**src/rtl/chan_csr_pkg.sv**
```systemverilog
package chan_csr_pkg;

    localparam int ADDR_W   = 12;
    localparam int DATA_W   = 32;
    localparam int VA_W     = 17;
    localparam int BC_W     = 16;
    localparam int DRV_W    = 16;
    localparam int CTL_W    = 4;
    localparam int PWR_W    = 2;

    localparam logic [DATA_W-1:0] STS_CLEARABLE = 32'h608F_7FFF;
    localparam logic [DATA_W-1:0] STS_VISIBLE   = 32'hE08F_7FFF;
    localparam logic [DATA_W-1:0] STS_FATAL     = 32'h0000_0FFF;
    localparam logic [DATA_W-1:0] STS_NOTIFY    = 32'h000F_7000;
    localparam logic [DATA_W-1:0] MAP_KEEP      = 32'h801F_FFFF;
    localparam logic [DATA_W-1:0] CFG_ID        = 32'h0000_0020;

    localparam int B_BUSY  = 31;
    localparam int B_PROG  = 19;
    localparam int B_NODRV = 18;
    localparam int B_DONE  = 13;
    localparam int B_ABRT  = 12;
    localparam int B_PWRLO = 22;

    localparam int C_INIT  = 0;
    localparam int C_STOP  = 1;
    localparam int C_IEN   = 2;
    localparam int C_MAINT = 3;

    localparam logic [5:0] START_MIN = 6'h28;

    typedef enum logic [1:0] {
        SPC_LOCAL = 2'd0,
        SPC_DRIVE = 2'd1,
        SPC_MAP   = 2'd2,
        SPC_VOID  = 2'd3
    } space_e;

    typedef struct packed {
        logic [DATA_W-1:0] sts;
        logic [CTL_W-1:0]  ctl;
        logic [PWR_W-1:0]  pwr;
        logic [VA_W-1:0]   va;
        logic [BC_W-1:0]   bc;
        logic [DATA_W-1:0] rdat;
        logic              rvld;
        logic              errc;
    } csr_state_t;

endpackage

```
**src/rtl/chan_csr_decode.sv**
```systemverilog
module chan_csr_decode
    import chan_csr_pkg::*;
(
    input  logic              valid,
    input  logic              is_long,
    input  logic [ADDR_W-1:0] addr,
    output logic              bad,
    output space_e            space,
    output logic [7:0]        loc_ofs,
    output logic [2:0]        drv,
    output logic [4:0]        dreg
);
    always_comb begin
        bad     = valid && ((addr[1:0] != 2'b00) || !is_long);
        space   = space_e'(addr[11:10]);
        loc_ofs = addr[9:2];
        drv     = addr[9:7];
        dreg    = addr[6:2];
    end
endmodule

```
**src/rtl/chan_csr_irq.sv**
```systemverilog
module chan_csr_irq (
    input  logic clk,
    input  logic rst_n,
    input  logic raise,
    input  logic withdraw,
    output logic irq
);
    logic irq_d, irq_q;

    always_comb begin
        irq_d = irq_q;
        if (raise)
            irq_d = 1'b1;
        if (withdraw)
            irq_d = 1'b0;
    end

    always_ff @(posedge clk) begin
        if (!rst_n)
            irq_q <= 1'b0;
        else
            irq_q <= irq_d;
    end

    assign irq = irq_q;
endmodule

```
**src/rtl/chan_csr_regs.sv**
```systemverilog
module chan_csr_regs
    import chan_csr_pkg::*;
(
    input  logic              clk,
    input  logic              rst_n,
    input  logic              acc_valid,
    input  logic              acc_write,
    input  logic [DATA_W-1:0] acc_wdata,
    input  logic              bad,
    input  space_e            space,
    input  logic [7:0]        loc_ofs,
    input  logic [4:0]        dreg,
    input  logic [DATA_W-1:0] evt_set,
    input  logic [PWR_W-1:0]  pwr_set,
    input  logic [DRV_W-1:0]  drv_rdata,
    input  logic              drv_nxd,
    input  logic [DATA_W-1:0] map_rdata,
    output logic              drv_req,
    output logic              drv_we,
    output logic              map_req,
    output logic              map_we,
    output logic              raise,
    output logic              withdraw,
    output logic              rd_valid,
    output logic [DATA_W-1:0] rd_data,
    output logic              err_confirm,
    output logic [DATA_W-1:0] sts_q,
    output logic [CTL_W-1:0]  ctl_q,
    output logic [VA_W-1:0]   va_q,
    output logic [BC_W-1:0]   bc_q
);
    csr_state_t st_d, st_q;

    logic              ok, wr, rd, start_req, start, busy, ie_seen, mnt;
    logic [DATA_W-1:0] set_v;

    always_comb begin
        st_d      = st_q;
        st_d.rvld = 1'b0;
        st_d.errc = bad;
        st_d.rdat = '0;
        ok        = acc_valid && !bad;
        wr        = ok && acc_write;
        rd        = ok && !acc_write;
        set_v     = evt_set & STS_CLEARABLE;
        start     = 1'b0;
        start_req = 1'b0;
        drv_req   = 1'b0;
        drv_we    = 1'b0;
        map_req   = 1'b0;
        map_we    = 1'b0;
        withdraw  = 1'b0;
        mnt       = 1'b0;

        st_d.pwr = st_q.pwr | pwr_set;

        // init first: the rest of the same write sees the cleared state
        if (wr && space == SPC_LOCAL && loc_ofs == 8'd1 && acc_wdata[C_INIT]) begin
            st_d.sts = '0;
            st_d.ctl = st_q.ctl & (CTL_W'(1) << C_MAINT);
            st_d.pwr = '0;
            st_d.va  = '0;
            st_d.bc  = '0;
        end
        busy    = st_d.sts[B_BUSY];
        ie_seen = st_d.ctl[C_IEN];

        if (ok) begin
            unique case (space)
                SPC_LOCAL: begin
                    if (wr) begin
                        unique case (loc_ofs)
                            8'd0: st_d.pwr = st_d.pwr & ~acc_wdata[B_PWRLO +: PWR_W];
                            8'd1: begin
                                if (acc_wdata[C_STOP] && busy)
                                    set_v[B_ABRT] = 1'b1;
                                mnt = acc_wdata[C_MAINT];
                                if (mnt && busy) begin
                                    set_v[B_PROG] = 1'b1;
                                    mnt = 1'b0;
                                end
                                withdraw = !acc_wdata[C_IEN];
                                st_d.ctl = {mnt, acc_wdata[C_IEN], acc_wdata[C_STOP], 1'b0};
                            end
                            8'd2: st_d.sts = st_d.sts & ~(acc_wdata & STS_CLEARABLE);
                            8'd3: begin
                                if (busy) set_v[B_PROG] = 1'b1;
                                else      st_d.va = acc_wdata[VA_W-1:0];
                            end
                            8'd4: begin
                                if (busy) set_v[B_PROG] = 1'b1;
                                else      st_d.bc = acc_wdata[BC_W-1:0];
                            end
                            default: ;
                        endcase
                    end else begin
                        st_d.rvld = 1'b1;
                        unique case (loc_ofs)
                            8'd0: st_d.rdat = (DATA_W'(st_q.pwr) << B_PWRLO) | CFG_ID;
                            8'd1: st_d.rdat = DATA_W'(st_q.ctl & ~(CTL_W'(1) << C_INIT));
                            8'd2: st_d.rdat = st_q.sts & STS_VISIBLE;
                            8'd3: st_d.rdat = DATA_W'(st_q.va);
                            8'd4: st_d.rdat = {st_q.bc, st_q.bc};
                            default: st_d.rdat = '0;
                        endcase
                    end
                end
                SPC_DRIVE: begin
                    start_req = acc_write && dreg == 5'd0 && acc_wdata[0]
                                && (acc_wdata[5:0] >= START_MIN);
                    if (start_req && busy) begin
                        set_v[B_PROG] = 1'b1;
                    end else begin
                        drv_req = 1'b1;
                        drv_we  = acc_write;
                        if (drv_nxd)
                            set_v[B_NODRV] = 1'b1;
                        else
                            start = start_req;
                    end
                    st_d.rvld = rd;
                end
                SPC_MAP: begin
                    map_req   = 1'b1;
                    map_we    = acc_write;
                    st_d.rvld = rd;
                    st_d.rdat = map_rdata & MAP_KEEP;
                end
                default: st_d.rvld = rd;
            endcase
        end

        // fold error classes into completion, then end busy
        if (|(set_v & STS_FATAL)) begin
            set_v[B_DONE] = 1'b1;
            set_v[B_ABRT] = 1'b1;
        end
        if (set_v[B_DONE] || set_v[B_ABRT])
            st_d.sts[B_BUSY] = 1'b0;
        st_d.sts = st_d.sts | set_v;
        if (start) begin
            st_d.sts         = st_d.sts & ~STS_CLEARABLE;
            st_d.sts[B_BUSY] = 1'b1;
        end

        if (rd && space == SPC_DRIVE)
            st_d.rdat = {st_d.sts[DATA_W-1:DRV_W], drv_rdata};

        raise = (|(set_v & STS_NOTIFY)) && ie_seen && !st_d.sts[B_BUSY];
    end

    always_ff @(posedge clk) begin
        if (!rst_n)
            st_q <= '0;
        else
            st_q <= st_d;
    end

    assign rd_valid    = st_q.rvld;
    assign rd_data     = st_q.rdat;
    assign err_confirm = st_q.errc;
    assign sts_q       = st_q.sts;
    assign ctl_q       = st_q.ctl;
    assign va_q        = st_q.va;
    assign bc_q        = st_q.bc;
endmodule

```
**src/rtl/chan_csr_unit.sv**
```systemverilog
module chan_csr_unit
    import chan_csr_pkg::*;
(
    input  logic              clk,
    input  logic              rst_n,
    input  logic              acc_valid,
    input  logic              acc_write,
    input  logic              acc_long,
    input  logic [ADDR_W-1:0] acc_addr,
    input  logic [DATA_W-1:0] acc_wdata,
    output logic              rd_valid,
    output logic [DATA_W-1:0] rd_data,
    output logic              err_confirm,
    input  logic [DATA_W-1:0] evt_set,
    input  logic [PWR_W-1:0]  pwr_set,
    output logic              drv_req,
    output logic              drv_we,
    output logic [2:0]        drv_num,
    output logic [4:0]        drv_reg,
    output logic [DRV_W-1:0]  drv_wdata,
    input  logic [DRV_W-1:0]  drv_rdata,
    input  logic              drv_nxd,
    output logic              map_req,
    output logic              map_we,
    output logic [7:0]        map_idx,
    output logic [DATA_W-1:0] map_wdata,
    input  logic [DATA_W-1:0] map_rdata,
    output logic              irq,
    output logic              xfer_busy
);
    logic              bad, raise, withdraw;
    space_e            space;
    logic [7:0]        loc_ofs;
    logic [DATA_W-1:0] sts_q;
    logic [CTL_W-1:0]  ctl_q;
    logic [VA_W-1:0]   va_q;
    logic [BC_W-1:0]   bc_q;

    chan_csr_decode u_dec (
        .valid   (acc_valid),
        .is_long (acc_long),
        .addr    (acc_addr),
        .bad     (bad),
        .space   (space),
        .loc_ofs (loc_ofs),
        .drv     (drv_num),
        .dreg    (drv_reg)
    );

    chan_csr_regs u_regs (
        .clk         (clk),
        .rst_n       (rst_n),
        .acc_valid   (acc_valid),
        .acc_write   (acc_write),
        .acc_wdata   (acc_wdata),
        .bad         (bad),
        .space       (space),
        .loc_ofs     (loc_ofs),
        .dreg        (drv_reg),
        .evt_set     (evt_set),
        .pwr_set     (pwr_set),
        .drv_rdata   (drv_rdata),
        .drv_nxd     (drv_nxd),
        .map_rdata   (map_rdata),
        .drv_req     (drv_req),
        .drv_we      (drv_we),
        .map_req     (map_req),
        .map_we      (map_we),
        .raise       (raise),
        .withdraw    (withdraw),
        .rd_valid    (rd_valid),
        .rd_data     (rd_data),
        .err_confirm (err_confirm),
        .sts_q       (sts_q),
        .ctl_q       (ctl_q),
        .va_q        (va_q),
        .bc_q        (bc_q)
    );

    chan_csr_irq u_irq (
        .clk      (clk),
        .rst_n    (rst_n),
        .raise    (raise),
        .withdraw (withdraw),
        .irq      (irq)
    );

    assign drv_wdata = acc_wdata[DRV_W-1:0];
    assign map_idx   = loc_ofs;
    assign map_wdata = acc_wdata & MAP_KEEP;
    assign xfer_busy = sts_q[B_BUSY];
endmodule

```
**config.mk**
```make
export PLATFORM = sky130hd
export DESIGN_NAME = chan_csr_unit
export DESIGN_NICKNAME = d
export VERILOG_FILES = /design/src/rtl/chan_csr_pkg.sv /design/src/rtl/chan_csr_decode.sv /design/src/rtl/chan_csr_irq.sv /design/src/rtl/chan_csr_regs.sv /design/src/rtl/chan_csr_unit.sv
export SDC_FILE = /design/constraint.sdc
export NUM_CORES = 1
export LEC_CHECK = 0
export ABC_AREA = 1
export BUFFER_PORTS_ARGS = -buffer_cell sky130_fd_sc_hd__buf_4
export CAP_MARGIN = 20
export CORE_MARGIN = 2
export CORE_UTILIZATION = 24
export DETAILED_ROUTE_END_ITERATION = 10
export HOLD_SLACK_MARGIN = 0.03
export SLEW_MARGIN = 40
export SYNTH_ARGS = -nofsm -noshare
export SYNTH_HDL_FRONTEND = slang
export SYNTH_SLANG_ARGS = --single-unit
```
**constraint.sdc**
```tcl
create_clock -name clk -period 3.11 [get_ports clk]
set_clock_uncertainty 0.05 [all_clocks]
set_input_delay 0.622 -clock clk [delete_from_list [all_inputs] [get_ports clk]]
set_output_delay 0.622 -clock clk [all_outputs]
set_load 0.05 [all_outputs]
```
# ---- Word-level counts from Yosys, hierarchy flattened
# Cells that the tools add are included.
dict set report totals {
  word_cells 110
  out_inout_bits 104
  regBits 106
}
dict set report op_classes {
  reduce_logical 33
  muxes 53
  n_eq_ne 6
  bitwise_logic 7
  magnitude_cmp 1
}
# operator count
set ops {}
lappend ops {{$mux 71} 3}
lappend ops {{$pmux 32 s5} 1}
lappend ops {{$mux 104} 1}
lappend ops {{$mux 32} 3}
lappend ops {{$pmux 32 s2} 1}
lappend ops {{$mux 17} 2}
lappend ops {{$mux 1} 33}
lappend ops {{$mux 33} 1}
lappend ops {{$and 32x32->32} 1}
lappend ops {{$mux 16} 2}
lappend ops {{$not 31->32} 1}
lappend ops {{$or 32x31->32} 1}
lappend ops {{$eq 8x2->1 const B} 2}
lappend ops {{$logic_and 1x1->1} 16}
lappend ops {{$reduce_or 12->1} 1}
lappend ops {{$eq 8x1->1 const B} 1}
lappend ops {{$eq 8x3->1 const B} 1}
lappend ops {{$logic_not 8->1} 1}
lappend ops {{$reduce_or 7->1} 1}
lappend ops {{$ge 6x6->1 const B} 1}
lappend ops {{$mux 2} 3}
lappend ops {{$reduce_or 2->1} 3}
lappend ops {{$logic_not 1->1} 5}
lappend ops {{$logic_not 5->1} 1}
lappend ops {{other kinds (12)} 14}

# ---- Logic depth before layout (Yosys ltp)
# Gate-level depths: netlist of the first run.
dict set report logic_depth {
  word_depth 23
  depth_mapped 14
  ltp_nobuf 14
}

# ---- Cells and area by module
# A second synthesis of the first run with hierarchy kept.
dict set report hier_totals {
  cells_unflattened 862
  hier_area_um2 6578.8
}
# module area_per_inst_um2 cells_per_inst n_inst seq_area_each_um2
set modules_own_cells {}
lappend modules_own_cells {chan_csr_regs 6032.0 787 1 2082.0}
lappend modules_own_cells {chan_csr_unit 364.1 49 1 0.0}
lappend modules_own_cells {chan_csr_decode 147.6 21 1 0.0}
lappend modules_own_cells {chan_csr_irq 35.0 5 1 20.0}

# ---- Worst setup path before layout of the first run
# OpenSTA, ideal clock, no wires.
dict set report synth_timing {
  path_type {in2out}
  start {input acc_addr[1]}
  end {output map_we}
  path_slack_ps 389
  t_arrival_ps 2049
  stages 3
  n_path_buf 0
  cell_sequence {nor3b_2 > nand2_2 > nor3_1}
}
dict set report synth_via {
  elab_chain_len 6
}
# item line
set synth_lines {}
lappend synth_lines {{start, declared} chan_csr_unit.sv:9} ;# input logic [ADDR_W-1:0] acc_addr,
lappend synth_lines {{$reduce_bool 2->1} chan_csr_decode.sv:14} ;# bad = valid && ((addr[1:0] != 2'b00) || !is_long);
lappend synth_lines {{$logic_or 1x1->1} chan_csr_decode.sv:14}
lappend synth_lines {{$logic_and 1x1->1} chan_csr_decode.sv:14}
lappend synth_lines {{$logic_not 1->1} chan_csr_regs.sv:42} ;# ok = acc_valid && !bad;
lappend synth_lines {{$logic_and 1x1->1} chan_csr_regs.sv:42}
lappend synth_lines {{$mux 1} chan_csr_regs.sv:68} ;# if (ok) begin
lappend synth_lines {{end, declared} chan_csr_unit.sv:24} ;# output logic map_we,
# Every way passes these cells.

# ---- Worst setup path after layout of the first run
dict set report layout_timing {
  start {input acc_addr[9]}
  end {output drv_we}
}
dict set report layout_via {
  elab_chain_len 8
}
# item line
set layout_lines {}
lappend layout_lines {{$eq 8x1->1} chan_csr_regs.sv:58} ;# if (wr && space == SPC_LOCAL && loc_ofs == 8'd1 && acc_wdata[C_INIT]) begin
lappend layout_lines {{$logic_and 1x1->1 (2 in a row)} chan_csr_regs.sv:58}
lappend layout_lines {{$mux 71} chan_csr_regs.sv:58}
lappend layout_lines {{$logic_and 1x1->1} chan_csr_regs.sv:111} ;# if (start_req && busy) begin
lappend layout_lines {{$mux 1} chan_csr_regs.sv:111}
lappend layout_lines {{$mux 1} chan_csr_regs.sv:69} ;# unique case (space)
lappend layout_lines {{$mux 1} chan_csr_regs.sv:68}
lappend layout_lines {{end, declared} chan_csr_unit.sv:17} ;# output logic drv_we,
# Every way passes these cells.

==> results of run 1 <==
[synthesized netlist by cell type (all sizes together) (2+ instances only)]
master / n
nand2: 177
buf: 114
dfxtp: 104
inv: 82
a21oi: 76
nor2: 65
nand3: 48
o21ai: 27
clkbuf: 14
o211ai: 14
nand4: 10
nor3: 10
a221oi: 9
a2bb2oi: 8
a22oi: 6
a41oi: 3
nor4: 3
o22ai: 2
[layer usage]
layer	global-route usage [%]	wire, um	up-vias
met3	3.07	1500	26
met5	0	13	-
met2	23.1	8430	198
met4	4.93	362	2
li1	-	-	2653
met1	20.3	8510	2373
[path summary, 6_finish.rpt]
check / slack [ns] / endpoint / start / depth (start not counted)
setup reg to reg: 1.57 / u_regs.rd_data[17] / u_regs.sts_q[31] / 8
setup / recovery: 0.48 / drv_we / acc_addr[9] / 9
hold reg to reg: 0.39 / u_regs.sts_q[27] / u_regs.sts_q[27] / 2
hold / removal: 0.39 / u_regs.sts_q[27] / u_regs.sts_q[27] / 2
[power breakdown]
part           internal [mW]  switching (mW)
combinational          0.175           0.324
sequential              1.35          0.0153
clock                  0.650           0.533
total                   2.18           0.872
[layout by cell type, fill, tap and decap left out, types with 10 or more instances in the layout]
cell type	n
o21ai_1	18
conb_1	10
o211ai_1	14
a21oi_1	74
nor2_1	45
inv_1	70
nand2_1	169
nor2_2	15
buf_4	213
nand3_1	44
inv_2	12
dfxtp_1	104
[critical path, stage by stage]
cell and delay [ns]:
buf_4 0.12, nor2_1 0.13, nand2_2 0.19, nor2_4 0.25
nand3_2 0.15, nand3_2 0.11, nand2_1 0.08, nor2_1 0.10
buf_4 0.20
[final cells by class]
class | count | area [um2]
Fill cell | 2634 | 16200
Multi-Input combinational cell | 477 | 2460
Sequential cell | 104 | 2080
Timing Repair Buffer | 213 | 1600
Tap cell | 319 | 399
Inverter | 82 | 308
Clock buffer | 10 | 239
Clock inverter | 5 | 65.1
Antenna cell | 1 | 2.50
[per-stage QoR]
| step | power (mW) | util (%) | cells | worst slack (ns) | hold slack (ns) |
|---|---|---|---|---|---|
| detailed placement | 1.90 | 29.3 | 1195 | 0.457 | 0.379 |
| CTS | 3.07 | 30.6 | 1210 | 0.456 | 0.391 |
| finish | 3.05 | 30.6 | 1211 | 0.479 | 0.389 |
| floorplan | 1.74 | - | 791 | 0.389 | 0.364 |
| global placement | 1.90 | 29.3 | 1195 | 0.466 | 0.376 |
| global route | 3.16 | 30.6 | 1210 | 0.361 | 0.403 |
[flip-flops by register name, summed over array words and instances (netlist names)]
register	flops
u_regs.rd_valid	1
u_regs.st_q	2
u_regs.va_q	17
u_irq.irq	1
u_regs.err_confirm	1
u_regs.bc_q	16
u_regs.ctl_q	3
u_regs.rd_data	32
u_regs.sts_q	31
[kinds of logic after synthesis]
logic type	after synthesis	synth area share, %
and+or+nand+nor	315	26.4
AOI/OAI and AO/OA	152	16.0
buffers and inverters	210	21.0
other	1	0.0657
DFF	104	36.5
==> reports/metrics.cfg, run 1 <==
[cells_and_area]
final_cell_area_um2=7150
areaGrowthSynthToFinish_pct=25.4
drive_gt1_share_pct=31.6
layout.nets=1019

[global_routing]
grt_usage_pct=14.8
antenna_found_initial=2
grt.overflow.total=0
grt_max_degree=33
grt_pass1_wl_um=28100
grt_pass1_vias=4905

[drt]
wl_um=18800
routed_via_density=4.34
antenna_left=0
post_drt_wl_per_cell_um=15.5
drt_iter0_markers=277
remaining_drc_errors=0
dr.pass1.iters=5
vias=5252

[cts]
clk_pin_slew_worst_paths_ns=0.08
cts_resized=0
clock_path_buffers=2
clock_latency_ns=0.35
cts_hold_buf=0
cts_tree=built
cts_buffers=9
clock_sinks=104
ctsHtreeMaxLevel=3
post_cts_buffers=0
root_buffer=clkbuf_16

[yosys]
ys_types=43
syn_inst=782
synth_largest_area_cell=dfxtp_1
avgSynthCellArea_um2=7.30
synth-seq-area-share_pct=36.5
yosysTopAreaCellShare_pct=36.5
ys_ff_latch=104
ys_async_sr_fraction_pct=0
synth-edff-count=0
synth_area_leaders=dfxtp_1, buf_4, nand2_1
ys.warnings.count=0
synthFlopType=dfxtp_1
synth_area_um2=5710

[worst_setup_path]
crit_fanout=7
crit_path_start_kind=primary input
crit_type=in -> out
critPathArrivalTime_ns=1.96
crit_required_ns=2.44
endpoint_kind=primary output

[timing]
setup_violations=0
min_period_ns=2.63
period_share_pct=84.6
rsz0062_at_grt=false
setup-tns-final_ns=0
fmax_mhz=380
hold_violations=0
drv_slew=0
max_slew.worst_pin.slew_ns=0.591
slew_headroom_pct=60.2

[place]
numPortBuffers=195
gp_congestion=0.918
hpwl_um=14700
place_area_um2=6850

[floorplan]
start_util_pct=24.4
pin_count=236
core_area_um2=23400
dieArea_um2=25000
die_w_um=158
placement_rows=56
dieHeight_um=158

[run]
maxCapViolCount=0

[power_and_ir_drop]
leakagePower_nw=3.11
cellPowerDensity_nw_per_um2=427
ir_worst_vdd_mv=0.233

[status]
status=finished, final reports clean

[min_path]
hp-class=reg -> reg

(Power assumes the default switching activity.)
==> inputs of run 2 (changes only) <==
Clock period 3.11 ns to 2.41 ns, I/O delays scaled along.
==> run 2 against run 1 <==
Net effect:
- first-iteration DRC count is 18% higher
- clock power up 31%
- total power rose by 30%
- setup slack worse by 0.36 ns
- final cell count increased by 1.5%
- routed wire length increased by 2.6%
- non-clock buffer count increased by 17
- critical path depth unchanged
- flip-flop and latch count did not move
- via count up 0.78%
==> reports/metrics.cfg, run 2 (same netlist as run 1, synthesis figures left out) <==
[status]
status=finished, final reports clean  ; unchanged

[floorplan]
die_w_um=158  ; unchanged
pin_count=236  ; unchanged
start_util_pct=24.4  ; unchanged
dieHeight_um=158  ; unchanged
placement_rows=56  ; unchanged
core_area_um2=23400  ; unchanged
dieArea_um2=25000  ; unchanged

[global_routing]
grt_max_degree=29  ; was 33
grt_pass1_wl_um=28500  ; was 28100 um
grt.overflow.total=0  ; unchanged
grt_pass1_vias=5027  ; was 4905
antenna_found_initial=2  ; unchanged
grt_usage_pct=15.1  ; was 14.8%

[power_and_ir_drop]
leakagePower_nw=3.20  ; was 3.11 nW
p_clk_share_pct=38.9  ; was 38.8%
ir_worst_vdd_mv=0.272  ; was 0.233 mV
finalPower_mw=3.96  ; was 3.05 mW
switching_share_pct=28.7  ; was 28.6%
internal-power_mw=2.83  ; was 2.18 mW
power_frac_seq_pct=44.6  ; was 44.9%
cellPowerDensity_nw_per_um2=540  ; was 427 nW/um2
power_switching_mw=1.14  ; was 0.872 mW
combPwrFrac_pct=16.5  ; was 16.3%

[timing]
min_period_ns=2.29
fmax_mhz=437
setup_violations=0  ; unchanged
worst_slack_ns=0.122  ; was 0.479 ns
hold_violations=0  ; unchanged
rsz0062_at_grt=false  ; unchanged
period_share_pct=94.9
drv_slew=0  ; unchanged

[cts]
post_cts_buffers=0  ; unchanged
clock_latency_ns=0.35  ; about the same
ctsHtreeMaxLevel=3  ; unchanged
clk_pin_slew_worst_paths_ns=0.07  ; was 0.08 ns
cts_tree=built  ; unchanged
clock_path_buffers=2  ; unchanged
clock_sinks=104  ; unchanged
cts_buffers=9  ; unchanged
root_buffer=clkbuf_16  ; unchanged
cts_hold_buf=0  ; unchanged
cts_resized=0  ; unchanged

[place]
hpwl_um=15200  ; was 14700 um
numPortBuffers=195  ; unchanged
gp_congestion=0.877  ; was 0.918
pre_cts_slack_ns=-0.00552  ; was 0.457 ns

[worst_setup_path]
crit_type=in -> out  ; unchanged
endpoint_kind=primary output  ; unchanged
worstReg2RegEnd=u_regs.sts_q[11]  ; was u_regs.rd_data[17]
reg2reg_slack_ns=0.84  ; was 1.57 ns
critical_path.startpoint=acc_addr[9]  ; unchanged
crit_fanout=7  ; unchanged
critPathArrivalTime_ns=1.76  ; was 1.96 ns
crit_required_ns=1.88  ; was 2.44 ns
endpoint=drv_we  ; unchanged
rr_startpoint=u_regs.sts_q[31]  ; unchanged
ff2ff_path_depth=7  ; was 8
crit_path_start_kind=primary input  ; unchanged

[cells_and_area]
drive_gt1_share_pct=33.2  ; was 31.6%
layout.nets=1036  ; was 1019
largest_reg_flops=32  ; unchanged
layout_common_cells=buf_4, nand2_1, dfxtp_1  ; unchanged
regArea_um2=2080  ; unchanged
final_common_cell=buf_4  ; unchanged
multiInputGateArea_um2=2470  ; was 2460 um2
n_fill_cell=2611  ; was 2634
areaGrowthSynthToFinish_pct=28.6  ; was 25.4%

[drt]
drt_iter0_markers=328  ; was 277
remaining_drc_errors=0  ; unchanged
antenna_left=0  ; unchanged
routed_via_density=4.31  ; was 4.34
dr.pass1.iters=5  ; unchanged
vias=5293  ; was 5252
post_drt_wl_per_cell_um=15.7  ; was 15.5 um
wl_um=19300  ; was 18800 um

[min_path]
hp-class=in -> reg  ; was reg -> reg

[run]
maxCapViolCount=0  ; unchanged

==> run 2: cell count changes in the layout (fill, tap and decap cells not counted) <==
cell / previous run / this run
buf_4: 213 / 227
clkinv_4: 3 / 2
inv_8: 0 / 1
nor2_2: 15 / 16
nor2_1: 45 / 44
clkinvlp_4: 0 / 1
nor3_1: 5 / 4
nor3_2: 2 / 3
buf_12: 0 / 3
==> run 2: area by class of cell <==
| class | instances | share of cell area, % |
|---|---|---|
| antenna | 1 | 0.0341 |
| timing repair buffer | 230 | 24.0 |
| sequential | 104 | 28.4 |
| multi-input combinational | 477 | 33.6 |
| clock inverter | 6 | 1.02 |
| inverter | 82 | 4.20 |
| clock buffer | 10 | 3.26 |
| tap | 319 | 5.44 |
==> run 2: metrics by stage <==
step | hold WS (ns) | util (%) | TNS [ns] | area [um2] | cells
floorplan | 0.364 | - | 0 | 5750 | 791
global placement | 0.375 | 30.0 | 0 | 7020 | 1212
detailed placement | 0.379 | 30.0 | -0.0101 | 7020 | 1212
CTS | 0.271 | 31.3 | 0 | 7330 | 1228
global route | 0.290 | 31.3 | 0 | 7330 | 1228
finish | 0.280 | 31.4 | 0 | 7340 | 1229
==> run 2: worst max-delay path, cell delays in order <==
cell     delay [ns]
buf_4          0.12
nor2_1         0.13
nand2_2        0.19
nor2_4         0.26
nand3_2        0.11
nand3_2        0.09
nand2_1        0.09
nor2_2         0.09
buf_4          0.20
==> run 2: how the worst min path moves through the flow <==
stage	startpoint	end	slack [ns]	depth (start not counted)
final	acc_wdata[22]	u_regs.st_q[67]	0.28	2
after global routing	acc_wdata[22]	u_regs.st_q[67]	0.29	2
after CTS	acc_wdata[22]	u_regs.st_q[67]	0.27	2
after detailed placement	u_regs.sts_q[22]	u_regs.sts_q[22]	0.38	2
after global placement	u_regs.sts_q[28]	u_regs.sts_q[28]	0.38	2
after floorplan	u_regs.sts_q[20]	u_regs.sts_q[20]	0.36	2
==> run 2: power groups by stage <==
stage | clock network [mW] | registers, mW | logic [mW]
after floorplan | 0 | 1.80 | 0.449
after global placement | 0 | 1.81 | 0.653
after detailed placement | 0 | 1.81 | 0.656
after CTS | 1.57 | 1.77 | 0.657
after global routing | 1.65 | 1.77 | 0.694
final | 1.54 | 1.77 | 0.653
==> run 2: per-layer routing <==
| layer | wire (um) | vias up | track usage, % |
|---|---|---|---|
| li1 | - | 2690 | - |
| met1 | 8800 | 2411 | 20.4 |
| met2 | 8730 | 171 | 24.1 |
| met3 | 1380 | 19 | 2.74 |
| met4 | 378 | 2 | 5.32 |
| met5 | 12 | - | 0 |
==> inputs of run 3 (changes only) <==
Settings changed: CELL_PAD_IN_SITES_DETAIL_PLACEMENT set to 1, CELL_PAD_IN_SITES_GLOBAL_PLACEMENT set to 1, PLACE_DENSITY_LB_ADDON set to 0.1.
==> run 3 against run 2 <==
Net effect:
- non-clock buffer count rose by 11
- global-route usage rose by 2.5 points
- first-iteration DRC count fell by 19%
- core utilization rose by 0.29 points
- register-to-register slack got worse by 0.02 ns
- critical path type unchanged
- count of clock-buffer cells in the layout did not move
- sequential share of layout area fell by 0.26 points
- routed wire length rose by 13%
- die area did not move
- sequential power barely moved
==> reports/metrics.cfg, run 3 (same netlist as run 1, synthesis figures left out) <==
[place]
gp_congestion=0.847  ; was 0.877
hpwl_um=17100  ; was 15200 um
pre_cts_slack_ns=-0.0802  ; was -0.00552 ns
numPortBuffers=195  ; unchanged

[floorplan]
pin_count=236  ; unchanged
dieHeight_um=158  ; unchanged
die_w_um=158  ; unchanged
start_util_pct=24.4  ; unchanged
core_area_um2=23400  ; unchanged
placement_rows=56  ; unchanged
dieArea_um2=25000  ; unchanged

[drt]
dr.pass1.iters=4  ; was 5
wl_um=21700  ; was 19300 um
remaining_drc_errors=0  ; unchanged
drt_iter0_markers=266  ; was 328
post_drt_wl_per_cell_um=17.6  ; was 15.7 um
routed_via_density=4.38  ; was 4.31
antenna_left=0  ; unchanged
vias=5431  ; was 5293

[cts]
root_buffer=clkbuf_16  ; unchanged
post_cts_buffers=0  ; unchanged
ctsHtreeMaxLevel=3  ; unchanged
cts_buffers=9  ; unchanged
clk_pin_slew_worst_paths_ns=0.07  ; about the same
clock_path_buffers=2  ; unchanged
clock_latency_ns=0.36  ; was 0.35 ns
clock_sinks=104  ; unchanged
cts_tree=built  ; unchanged

[cells_and_area]
drive_gt1_share_pct=34.1  ; was 33.2%
areaGrowthSynthToFinish_pct=29.8  ; was 28.6%
num_antenna_cells=0  ; was 1
final_common_cell=buf_4  ; unchanged
layout_common_cells=buf_4, nand2_1, dfxtp_1  ; unchanged
largest_reg_flops=32  ; unchanged
layout.nets=1047  ; was 1036

[status]
status=finished, final reports clean  ; unchanged

[global_routing]
grt_pass1_wl_um=33200  ; was 28500 um
grt.overflow.total=0  ; unchanged
grt_max_degree=28  ; was 29
grt_usage_pct=17.6  ; was 15.1%
grt_pass1_vias=5735  ; was 5027
antenna_found_initial=0  ; was 2

[min_path]
hold_end=u_regs.st_q[67]  ; unchanged
hp-class=in -> reg  ; unchanged
whs_path_depth=2  ; unchanged
min_from=acc_wdata[22]  ; unchanged

[timing]
slew_headroom_pct=65.9
whs_ns=0.283  ; was 0.280 ns
fmax_mhz=439  ; was 437 MHz
rsz0062_at_grt=false  ; unchanged
worst_slack_ns=0.135  ; was 0.122 ns
drv_slew=0  ; unchanged
min_period_ns=2.28  ; was 2.29 ns
period_share_pct=94.4  ; was 94.9%
setup_violations=0  ; unchanged
hold_violations=0  ; unchanged
max_slew.worst_pin.slew_ns=0.512

[worst_setup_path]
reg2reg_slack_ns=0.82  ; was 0.84 ns
ff2ff_path_depth=6  ; was 7
crit_required_ns=1.88  ; about the same
critPathArrivalTime_ns=1.74  ; was 1.76 ns
crit_fanout=5  ; was 7
crit_type=in -> out  ; unchanged
crit_path_start_kind=primary input  ; unchanged
rr_startpoint=u_regs.sts_q[31]  ; unchanged
worstReg2RegEnd=u_regs.rd_data[31]  ; was u_regs.sts_q[11]
endpoint_kind=primary output  ; unchanged

[power_and_ir_drop]
cellPowerDensity_nw_per_um2=523  ; was 540 nW/um2
ir_worst_vdd_mv=0.297  ; was 0.272 mV
finalPower_mw=3.87  ; was 3.96 mW
leakagePower_nw=3.26  ; was 3.20 nW

[run]
maxCapViolCount=0  ; unchanged

==> run 3: cell types whose count changed in the layout (fill, tap and decap cells not counted), sizes merged <==
cell,before,now
clkinvlp,1,0
clkinv,2,4
buf,230,241
bufinv,1,0
diode,1,0
==> run 3: per-stage QoR <==
stage	instances	instance area, um2	setup TNS [ns]	utilization [%]
final	1239	7410	0	31.6
after global routing	1239	7410	0	31.6
after CTS	1239	7400	0	31.6
after detailed placement	1223	7120	-0.162	30.4
after global placement	1223	7120	-0.141	30.4
after floorplan	791	5750	0	-
==> run 3: worst max-delay path by stage <==
stage | start | end | slack (ns)
2_1_floorplan | acc_write | drv_we | 0.20
3_3_place_gp | acc_addr[6] | u_regs.rd_data[9] | -0.06
3_5_place_dp | acc_addr[6] | u_regs.rd_data[9] | -0.08
4_1_cts | acc_addr[9] | drv_we | 0.05
5_1_grt | acc_addr[9] | drv_we | 0.04
6_report | acc_addr[7] | drv_we | 0.13
==> run 3: layout make-up <==
class / instances / area [um2]
Fill cell: 2904 / 16000
Multi-Input combinational cell: 477 / 2480
Sequential cell: 104 / 2080
Timing Repair Buffer: 241 / 1860
Tap cell: 319 / 399
Inverter: 82 / 308
Clock buffer: 10 / 229
Clock inverter: 6 / 51.3
==> run 3: timing repair <==
item | CTS | global route
setup endpoints to repair | 0 | 2
gates resized for setup | 0 | 3
hold buffers | 0 | 0
==> run 3: critical path, cell delays in order <==
cell     delay [ns]
buf_4          0.12
nor2_2         0.14
nand2_4        0.12
nor2_4         0.19
nand3_2        0.15
nand3_2        0.12
nand2_1        0.11
nor2_2         0.10
buf_4          0.20
==> run 3: where the power goes <==
part / switching (mW) / internal (mW) / leakage, nW
combinational: 0.422 / 0.234 / 2.27
clock: 0.730 / 0.718 / 0.139
sequential: 0.0201 / 1.75 / 0.846
==> run 3: routing by layer <==
layer	track usage (%)	part of all wire, %	vias up
met3	1.70	4.1	15
met2	28.6	45	145
li1	-	-	2715
met1	25.0	49	2556
met4	4.42	1.3	0
met5	0	0	-
